**config.mk**
```make
export PLATFORM = sky130hd
export DESIGN_NAME = clkgen_top
export DESIGN_NICKNAME = d
export VERILOG_FILES = /design/src/rtl/clkgen_pkg.sv /design/src/rtl/clkgen_phase.sv /design/src/rtl/clkgen_tbase.sv /design/src/rtl/clkgen_top.sv
export SDC_FILE = /design/constraint.sdc
export NUM_CORES = 1
export LEC_CHECK = 0
export BUFFER_PORTS_ARGS = -buffer_cell sky130_fd_sc_hd__buf_2
export CAP_MARGIN = 30
export CORE_AREA = 2 2 61 46
export DETAILED_ROUTE_END_ITERATION = 16
export DIE_AREA = 0 0 63 48
export PLACE_DENSITY_LB_ADDON = 0.05
export SLEW_MARGIN = 20
export SYNTH_ARGS = -nofsm -noshare
export SYNTH_HDL_FRONTEND = slang
export SYNTH_SLANG_ARGS = --single-unit
```
**constraint.sdc**
```tcl
create_clock -name clk_ref -period 5.6 [get_ports clk_ref]
set_clock_uncertainty 0.15 [all_clocks]
set_input_delay 0.56 -clock clk_ref [delete_from_list [all_inputs] [get_ports clk_ref]]
set_output_delay 0.56 -clock clk_ref [all_outputs]
set_load 0.01 [all_outputs]
```
**src/rtl/clkgen_pkg.sv**
```systemverilog
package clkgen_pkg;
    // Reference cycles per controller clock period (7.2 MHz / 400 kHz)
    localparam int unsigned CTL_DIV_DEF    = 18;
    // Reference cycles the controller clock stays high in each period
    localparam int unsigned CTL_HIGH_DEF   = 12;
    // Controller periods per timebase half-period (18 * 25000 = 450000)
    localparam int unsigned TB_PERIODS_DEF = 25000;

    function automatic int unsigned cnt_width(input int unsigned n);
        return (n < 2) ? 1 : $clog2(n);
    endfunction
endpackage

```
**src/rtl/clkgen_phase.sv**
```systemverilog
module clkgen_phase #(
    parameter int unsigned DIV  = clkgen_pkg::CTL_DIV_DEF,
    parameter int unsigned HIGH = clkgen_pkg::CTL_HIGH_DEF
) (
    input  logic clk,
    input  logic rst_n,
    output logic clk_o,
    output logic wrap_o
);
    localparam int unsigned W = clkgen_pkg::cnt_width(DIV);
    localparam logic [W-1:0] LAST = W'(DIV - 1);
    localparam logic [W-1:0] HI   = W'(HIGH);

    typedef struct packed {
        logic [W-1:0] cnt;
        logic         lvl;
    } phase_t;

    phase_t st_d, st_q;

    always_comb begin
        st_d = st_q;
        if (st_q.cnt == LAST) begin
            st_d.cnt = '0;
        end else begin
            st_d.cnt = st_q.cnt + 1'b1;
        end
        st_d.lvl = (st_d.cnt < HI);
    end

    always_ff @(posedge clk) begin
        if (!rst_n) begin
            st_q.cnt <= '0;
            st_q.lvl <= 1'b1;
        end else begin
            st_q <= st_d;
        end
    end

    assign clk_o  = st_q.lvl;
    assign wrap_o = (st_q.cnt == LAST);

    // phase counter never leaves its period
    p_cnt_range_r2: assert property (@(posedge clk) disable iff (!rst_n)
        st_q.cnt <= LAST);
    // a period wrap is followed by the start of the high phase
    p_wrap_high_r2: assert property (@(posedge clk) disable iff (!rst_n)
        wrap_o |=> (st_q.cnt == '0) && clk_o);
    // high phase ends exactly at the configured count
    p_fall_point_r2: assert property (@(posedge clk) disable iff (!rst_n)
        $fell(clk_o) |-> st_q.cnt == HI);
endmodule

```
**src/rtl/clkgen_tbase.sv**
```systemverilog
module clkgen_tbase #(
    parameter int unsigned PERIODS = clkgen_pkg::TB_PERIODS_DEF
) (
    input  logic clk,
    input  logic rst_n,
    input  logic adv_i,
    output logic sq_o
);
    localparam int unsigned W = clkgen_pkg::cnt_width(PERIODS);
    localparam logic [W-1:0] LAST = W'(PERIODS - 1);

    typedef struct packed {
        logic [W-1:0] cnt;
        logic         sq;
    } tbase_t;

    tbase_t st_d, st_q;

    always_comb begin
        st_d = st_q;
        if (adv_i) begin
            if (st_q.cnt == LAST) begin
                st_d.cnt = '0;
                st_d.sq  = ~st_q.sq;
            end else begin
                st_d.cnt = st_q.cnt + 1'b1;
            end
        end
    end

    always_ff @(posedge clk) begin
        if (!rst_n) begin
            st_q <= '0;
        end else begin
            st_q <= st_d;
        end
    end

    assign sq_o = st_q.sq;

    // period count stays within its half-period
    p_cnt_range_r4: assert property (@(posedge clk) disable iff (!rst_n)
        st_q.cnt <= LAST);
    // square wave flips only after the last period of a half-period
    p_toggle_point_r4: assert property (@(posedge clk) disable iff (!rst_n)
        (st_q.sq != $past(st_q.sq)) |-> $past(adv_i && (st_q.cnt == LAST)));
endmodule

```
**src/rtl/clkgen_top.sv**
```systemverilog
module clkgen_top #(
    parameter int unsigned CTL_DIV    = clkgen_pkg::CTL_DIV_DEF,
    parameter int unsigned CTL_HIGH   = clkgen_pkg::CTL_HIGH_DEF,
    parameter int unsigned TB_PERIODS = clkgen_pkg::TB_PERIODS_DEF
) (
    input  logic clk_ref,
    input  logic rst_n,
    input  logic tb_en,
    output logic ctl_clk_o,
    output logic tick_o
);
    logic wrap_w;
    logic sq_w;

    clkgen_phase #(
        .DIV  (CTL_DIV),
        .HIGH (CTL_HIGH)
    ) u_phase (
        .clk    (clk_ref),
        .rst_n  (rst_n),
        .clk_o  (ctl_clk_o),
        .wrap_o (wrap_w)
    );

    clkgen_tbase #(
        .PERIODS (TB_PERIODS)
    ) u_tbase (
        .clk   (clk_ref),
        .rst_n (rst_n),
        .adv_i (wrap_w),
        .sq_o  (sq_w)
    );

    assign tick_o = sq_w & tb_en;

    // timebase edges land on the start of a controller clock period
    p_tb_aligned_r4: assert property (@(posedge clk_ref) disable iff (!rst_n)
        (sq_w != $past(sq_w)) |-> ctl_clk_o);
    // controller clock keeps toggling; never stuck high past its period
    p_ctl_runs_r3: assert property (@(posedge clk_ref) disable iff (!rst_n)
        wrap_w |-> !ctl_clk_o);
endmodule

```
==> results of run 1 <==
## metrics by stage
step / hold slack [ns] / setup WS (ns) / std cells
after detailed placement: 0.312 / 3.54 / 151
after global routing: 0.334 / 3.39 / 155
after floorplan: 0.283 / 3.75 / 115
final: 0.338 / 3.52 / 155
after global placement: 0.299 / 3.63 / 151
after CTS: 0.343 / 3.50 / 155
## worst paths after layout
path / end / start / slack [ns]
setup / recovery: u_tbase.st_q[13] / u_phase.st_q[1] / 3.52
hold / removal: u_phase.st_q[1] / u_phase.st_q[1] / 0.34
setup reg to reg: u_tbase.st_q[13] / u_phase.st_q[1] / 3.52
hold reg to reg: u_phase.st_q[1] / u_phase.st_q[1] / 0.34
## power groups by stage
stage	sequential [mW]	combinational, mW	clock [mW]
CTS	0.160	0.00943	0.0906
finish	0.160	0.00917	0.0856
floorplan	0.163	0.00648	0
detailed placement	0.164	0.00946	0
global route	0.161	0.00996	0.0990
global placement	0.164	0.00920	0
## state kept, by name, summed over array words and instances (netlist names)
name           count
u_phase.clk_o      1
u_tbase.st_q      15
u_tbase.sq_o       1
u_phase.st_q       5
## layer usage
| layer | vias up | global-route usage | share of wire |
|---|---|---|---|
| met5 | - | 0 | 0 |
| met4 | 0 | 0.0267 | 0.0061 |
| met3 | 2 | 0.0565 | 0.038 |
| met2 | 11 | 0.187 | 0.37 |
| met1 | 355 | 0.218 | 0.58 |
| li1 | 422 | - | - |
## cell usage after synthesis
cell type	n
clkbuf_1	1
nand4_1	5
dfxtp_1	22
nand2_1	5
o22ai_1	1
nand3_2	1
o21ai_0	2
and2_1	3
nor3_1	3
nand4bb_4	1
a21oi_1	3
nor2_1	16
a21boi_0	2
or2_1	1
o31ai_1	4
buf_2	1
and4bb_2	1
or3_1	2
or4_1	3
ha_1	3
nand3_1	7
a221o_1	1
xnor2_1	11
inv_1	5
clkbuf_2	1
xor2_1	3
nor4_1	4
nor4b_1	1
nor4bb_1	2
## cells by family (layout without fill, tap and decap cells)
family,after synthesis,in the layout,synth area share
DFF,22,22,0.422
xor gates and xnor gates,14,14,0.118
buffers and inverters,8,14,0.0312
AOI/OAI and AO/OA,13,13,0.0827
and+or+nand+nor,55,55,0.311
adders and majority gates,3,3,0.0360
## placed cells by master, fill, tap and decap left out, types with 4 or more instances in the layout
master,instances
buf_2,4
dfxtp_1,22
inv_1,5
nand2_1,5
nand3_1,7
nand4_1,5
nor2_1,16
nor4_1,4
o31ai_1,4
xnor2_1,11
## final cells by class
cell class / instances / area share
multi-input combinational: 85 / 0.502
clock buffer: 4 / 0.0319
inverter: 5 / 0.0165
tap: 34 / 0.0374
sequential: 22 / 0.388
timing repair buffer: 5 / 0.0242
## worst max-delay path: stages (launching register included)
cell and delay, ns:
dfxtp_1 0.40, ha_1 0.23, nand4bb_4 0.24, or2_1 0.36, or4_1 0.49, a21oi_1 0.14
==> results.yml, run 1 <==
worst_setup_path:
  ff2ff_path_depth: 5
  critPathLaunchType: "flip-flop"
  path_class: "flip-flop to flip-flop"
  end_kind: "flip-flop"
  crit_required_ns: 5.69
  worstPathMaxFanout: 15
  cp.arrival_ns: 2.17
cells_and_area:
  nFillCells: 245
  fin_nets: 128
  diodes: 0
  drive_above_1_share: 0.0992
  postLayoutCoreUtil: 0.477
  final_area_um2: 1140
  syn_to_final_growth_pct: 8.87
  multi_input_area_um2: 571
  seqCellArea_um2: 440
global_routing:
  grt_pass1_vias: 661
  antenna_found_initial: 0
  grt_max_degree: 16
  grt_pass1_wl_mm: 3.24
  grt-ovfl-total: 0
  gr-usage-all-layers: 0.144
power:
  power.internal_mw: 0.202
  power.total_mw: 0.255
  pwr-share-comb: 0.036
  p_per_area_nw_per_um2: 225
  ir_worst_vdd_mv: 0.121
  power.leakage_nw: 0.348
  p_sw_mw: 0.0531
  swShare: 0.208
  clockPowerShare: 0.336
  p_seq_frac: 0.629
timing:
  tns_ns: 0
  min_period_ns: 2.08
  fmax_mhz: 480
  setup_viol: 0
  rsz0062_at_grt: "false"
  hold_violations: 0
  worst_pin_slew_ns: 0.315
  slew_headroom: 0.788
  period_share: 0.372
  final-max-slew-violation-count: 0
clocking:
  cts_root_buffer: "clkbuf_4"
  htree_num_levels: 1
  clockBufferDepth: 2
  cts_buffers: 3
  cts_resized: 0
  cts_tree: "yes"
  ctsHoldBuffers: 0
  clock_latency_ns: 0.30
  path_clk_slew_ns: 0.12
  clock_sinks: 22
  post-cts-setup-buffer-count: 0
floorplanning:
  fp.dieW_um: 63
  die_h_um: 48
  dieArea_um2: 3020
  initial_core_util: 0.438
  rows: 15
  core_area_um2: 2380
  pin_count: 5
synth:
  yosys_warnings: 0
  yosysUniqueCellTypes: 29
  syn_nets: 121
  synth.top_cell.area_share: 0.422
  yosysSeqAreaShare: 0.422
  synth.cell_area_um2: 1040
  netlist_top_cells_area: "dfxtp_1 42%, xnor2_1 9.2%, nor2_1 5.8%, ha_1 3.6%, nand3_1 3.4%"
  post-synth-top-area-cell: "dfxtp_1"
  synth_cells: 115
  ys_ff_latch: 22
  avgSynthCellArea_um2: 9.07
routing:
  post_drt_via_cell_ratio: 5.10
  remaining_drc_errors: 0
  wire_per_inst_um: 12.6
  drtAntennaViolNets: 0
  finalWirelength_mm: 1.96
  firstDrtPassIters: 4
  vias: 790
  dr.first_iter.drc_count: 38
place:
  post_dp_cell_area_um2: 1100
  io_buffers: 4
  hpwl_mm: 1.44
  gp_congestion: 0.855
worst_hold_path:
  hold_depth: 1
  hp-class: "flip-flop to flip-flop"
run_status:
  outcome: "finished clean"
flow_run:
  cap_violations: 0
(Power assumes the default switching activity.)
==> inputs of run 2 (changes only) <==
- clock period: 5.6 -> 2.1 ns (I/O delays scaled with it)
==> results.yml, run 2 (synthesis gave the netlist of run 1 again) <==
power:
  power.internal_mw: 0.499
  p_sw_mw: 0.135
  p_per_area_nw_per_um2: 558
  ir_worst_vdd_mv: 0.429
  p_seq_frac: 0.674
  clockPowerShare: 0.287
  power.total_mw: 0.634
  pwr-share-comb: 0.039
  swShare: 0.213
  power.leakage_nw: 0.350
timing:
  worst_pin_slew_ns: 0.321
  period_share: 0.921
  hold_violations: 0
  layout_setup_ws_ns: 0.167
  setup_viol: 0
  final-max-slew-violation-count: 0
  tns_ns: 0
  min_period_ns: 1.93
  slew_headroom: 0.784
  fmax_mhz: 517
  rsz0062_at_grt: "false"
global_routing:
  grt_max_degree: 15
  grt_pass1_vias: 690
  antenna_found_initial: 0
  grt_pass1_wl_mm: 3.29
  gr-usage-all-layers: 0.144
  grt-ovfl-total: 0
routing:
  post_drt_via_cell_ratio: 5.28
  wl_met2_um: 721
  wire_per_inst_um: 12.5
  dr.first_iter.drc_count: 34
  remaining_drc_errors: 0
  wl_met1_mm: 1.13
  drtAntennaViolNets: 0
  dr.max_layer_used: "met4"
  finalWirelength_mm: 1.95
  firstDrtPassIters: 4
  vias: 823
  wl_met3_um: 84
worst_setup_path:
  slowest_delay_ns: 0.49
  crit_required_ns: 2.19
  r2r_start: "u_tbase.st_q[1]"
  cp.arrival_ns: 2.02
  worstPathMaxFanout: 5
  r2r-end: "u_tbase.st_q[15]"
  end_kind: "flip-flop"
  ff2ff_path_depth: 5
  reg2reg_slack_ns: 0.17
  path_cells: "ha_1 > nand3_1 > or2_1 > or4_1 > a21oi_1"
  path_class: "flip-flop to flip-flop"
  critPathLaunchType: "flip-flop"
  crit_slowest_cell: "or4_1"
clocking:
  htree_num_levels: 1
  cts_tree: "yes"
  clockBufferDepth: 2
  clock_sinks: 22
  cts_resized: 0
  cts_buffers: 3
  post-cts-setup-buffer-count: 0
  clock_latency_ns: 0.30
  cts_root_buffer: "clkbuf_4"
  ctsHoldBuffers: 0
  path_clk_slew_ns: 0.11
cells_and_area:
  final_common_cell: "dfxtp_1"
  layout_common_cells: "22 x dfxtp_1, 16 x nor2_1, 11 x xnor2_1, 7 x nand3_1"
  final_area_um2: 1140
  postLayoutCoreUtil: 0.477
  largest_register_ff_count: 15
  drive_above_1_share: 0.107
  diodes: 0
  top_register: "u_tbase.st_q"
  largest_registers: "u_tbase.st_q (15), u_phase.st_q (5)"
  fin_nets: 130
  syn_to_final_growth_pct: 8.99
place:
  post_dp_cell_area_um2: 1110
  pre_cts_ws_ns: 0.200
  io_buffers: 4
  gp_congestion: 0.803
  hpwl_mm: 1.42
worst_hold_path:
  hold_path_startpoint: "rst_n"
  holdPathEnd: "u_phase.st_q[4]"
  hp-class: "input pin to flip-flop"
  hold_depth: 2
floorplanning:
  dieArea_um2: 3020
  fp.dieW_um: 63
  rows: 15
  pin_count: 5
  initial_core_util: 0.438
  core_area_um2: 2380
  die_h_um: 48
run_status:
  outcome: "finished clean"
flow_run:
  cap_violations: 0
run 2: critical path: cells and delay by family, from the launching register on:
| kind | cells | cell delay (ns) |
|---|---|---|
| fa+ha+maj | 1 | 0.20 |
| flops | 1 | 0.40 |
| compound gates | 1 | 0.14 |
| simple gates | 3 | 0.97 |
run 2: worst max path at each step:
| stage | from | end | slack (ns) | cells after the start |
|---|---|---|---|---|
| floorplan | u_phase.st_q[1] | u_tbase.st_q[15] | 0.25 | 6 |
| global placement | u_tbase.st_q[1] | u_tbase.st_q[15] | 0.22 | 5 |
| detailed placement | u_tbase.st_q[1] | u_tbase.st_q[15] | 0.20 | 5 |
| CTS | u_tbase.st_q[1] | u_tbase.st_q[15] | 0.17 | 5 |
| global route | u_tbase.st_q[1] | u_tbase.st_q[15] | 0.05 | 5 |
| finish | u_tbase.st_q[1] | u_tbase.st_q[15] | 0.17 | 5 |
run 2: layout make-up:
cell class	count	area [um^2]
Clock buffer	3	22.5
Fill cell	233	1250
Inverter	5	18.8
Multi-Input combinational cell	85	571
Sequential cell	22	440
Tap cell	34	42.5
Timing Repair Buffer	7	42.5
run 2: through the flow:
stage	cells	hold slack, ns
6_report	156	0.0255
5_1_grt	156	0.0160
3_3_place_gp	153	0.301
4_1_cts	156	0.0231
3_5_place_dp	153	0.314
2_1_floorplan	115	0.182
run 2: per-layer routing:
layer,GRT usage,up-vias
li1,-,422
met1,0.215,387
met2,0.194,12
met3,0.0565,2
met4,0.0267,0
met5,0,-
run 2: power by group through the flow:
stage / Sequential (mW) / Clock, mW / Combinational, mW
2_1_floorplan: 0.436 / 0 / 0.0173
3_3_place_gp: 0.437 / 0 / 0.0242
3_5_place_dp: 0.437 / 0 / 0.0246
4_1_cts: 0.428 / 0.192 / 0.0248
5_1_grt: 0.428 / 0.210 / 0.0274
6_report: 0.428 / 0.182 / 0.0245
==> inputs of run 3 (changes only) <==
- SETUP_SLACK_MARGIN: default -> 0.3
==> results.yml, run 3 (synthesis gave the netlist of run 1 again) <==
clocking:
  clock_sinks: 22
  cts_tree: "yes"
  cts_buffers: 3
  cts_root_buffer: "clkbuf_4"
  htree_num_levels: 1
  clock_latency_ns: 0.31
  clockBufferDepth: 2
  path_clk_slew_ns: 0.12
worst_hold_path:
  hold_depth: 2
  hold_path_startpoint: "rst_n"
  hp-class: "input pin to flip-flop"
  holdPathEnd: "u_phase.st_q[4]"
worst_setup_path:
  critPathLaunchType: "flip-flop"
  worstPathMaxFanout: 5
  ff2ff_path_depth: 5
  crit_slowest_cell: "or4_1"
  crit_buf_inv: 0
  end_kind: "flip-flop"
  reg2reg_slack_ns: 0.31
  startpoint: "u_phase.st_q[1]"
  path_cells: "ha_4 > nand4bb_4 > or2_4 > or4_1 > a21oi_1"
  r2r_start: "u_phase.st_q[1]"
  crit_required_ns: 2.20
  path_delay_family: "simple AND/OR/NAND/NOR gates"
  path_class: "flip-flop to flip-flop"
  cp.arrival_ns: 1.89
  r2r-end: "u_tbase.st_q[13]"
  slowest_delay_ns: 0.50
timing:
  worst_pin_slew_ns: 0.409
  hold_violations: 0
  rsz0062_at_grt: "true"
  slew_headroom: 0.725
  min_period_ns: 1.79
  setup_viol: 0
  fmax_mhz: 560
  final-max-slew-violation-count: 0
  tns_ns: 0
  period_share: 0.850
routing:
  vias: 848
  drtAntennaViolNets: 0
  finalWirelength_mm: 2.18
  wire_per_inst_um: 13.5
  firstDrtPassIters: 6
  post_drt_via_cell_ratio: 5.23
  remaining_drc_errors: 0
  dr.first_iter.drc_count: 57
floorplanning:
  core_area_um2: 2380
  initial_core_util: 0.438
  die_h_um: 48
  rows: 15
  pin_count: 5
  fp.dieW_um: 63
  dieArea_um2: 3020
flow_run:
  cap_violations: 0
power:
  pwr-share-comb: 0.047
  clockPowerShare: 0.334
  power.leakage_nw: 0.389
  swShare: 0.213
  p_per_area_nw_per_um2: 549
  power.internal_mw: 0.544
  ir_worst_vdd_mv: 0.294
  p_sw_mw: 0.147
  p_seq_frac: 0.619
global_routing:
  grt_pass1_wl_mm: 3.39
  grt-ovfl-total: 0
  grt_pass1_vias: 688
  grt_max_degree: 15
  antenna_found_initial: 0
  gr-usage-all-layers: 0.155
cells_and_area:
  largest_registers: "u_tbase.st_q (15), u_phase.st_q (5)"
  postLayoutCoreUtil: 0.528
  final_common_cell: "nor2_1"
  top_register: "u_tbase.st_q"
  layout_common_cells: "16 x nor2_1, 12 x dfxtp_1, 11 x xnor2_1, 9 x dfxtp_2, 8 x buf_4"
  fin_nets: 135
  diodes: 0
  largest_register_ff_count: 15
  drive_above_1_share: 0.289
  syn_to_final_growth_pct: 20.5
place:
  gp_congestion: 0.822
  io_buffers: 4
  hpwl_mm: 1.43
run_status:
  outcome: "finished clean"
==> run 3: layer usage <==
metal | global-route usage | part of all wire
met1 | 0.216 | 0.54
met2 | 0.213 | 0.41
met3 | 0.0565 | 0.040
met4 | 0.0667 | 0.0082
met5 | 0 | 0
==> run 3: how the worst max path moves through the flow <==
| stage | to | slack (ns) | depth (start not counted) |
|---|---|---|---|
| after floorplan | u_tbase.st_q[15] | 0.29 | 7 |
| after global placement | u_tbase.st_q[15] | 0.29 | 5 |
| after detailed placement | u_tbase.st_q[15] | 0.22 | 5 |
| after CTS | u_tbase.st_q[15] | 0.31 | 6 |
| after global routing | u_tbase.st_q[13] | 0.25 | 5 |
| final | u_tbase.st_q[13] | 0.31 | 5 |
==> run 3: stage by stage <==
stage | setup WS [ns] | cells | power, mW | instance area (um^2) | hold WS (ns)
after floorplan | 0.292 | 115 | 0.454 | 1050 | 0.182
after global placement | 0.290 | 153 | 0.462 | 1120 | 0.273
after detailed placement | 0.219 | 153 | 0.463 | 1120 | 0.279
after CTS | 0.308 | 160 | 0.700 | 1190 | 0.0118
after global routing | 0.252 | 162 | 0.726 | 1260 | 0.0178
final | 0.315 | 162 | 0.691 | 1260 | 0.0216
==> run 3: cell type report <==
type                    instances  area, um^2
well taps                      34        42.5
inverters                       5        18.8
repair buffers                 12        80.1
multi-input cells              85         624
clock buffers                   4        36.3
flip-flops and latches         22         455
fillers                       225        1130
==> run 3: what timing repair did <==
action                     CTS  global route
resized for setup            4            14
setup buffers                3             2
hold buffers                 0             0
setup endpoints to repair   15            15
pin swaps                    0             6
==> run 3: power by group through the flow <==
stage	combinational, mW	sequential [mW]	clock [mW]
global placement	0.0249	0.437	0
global route	0.0371	0.429	0.260
finish	0.0325	0.428	0.230
floorplan	0.0179	0.436	0
detailed placement	0.0255	0.437	0
CTS	0.0290	0.427	0.244
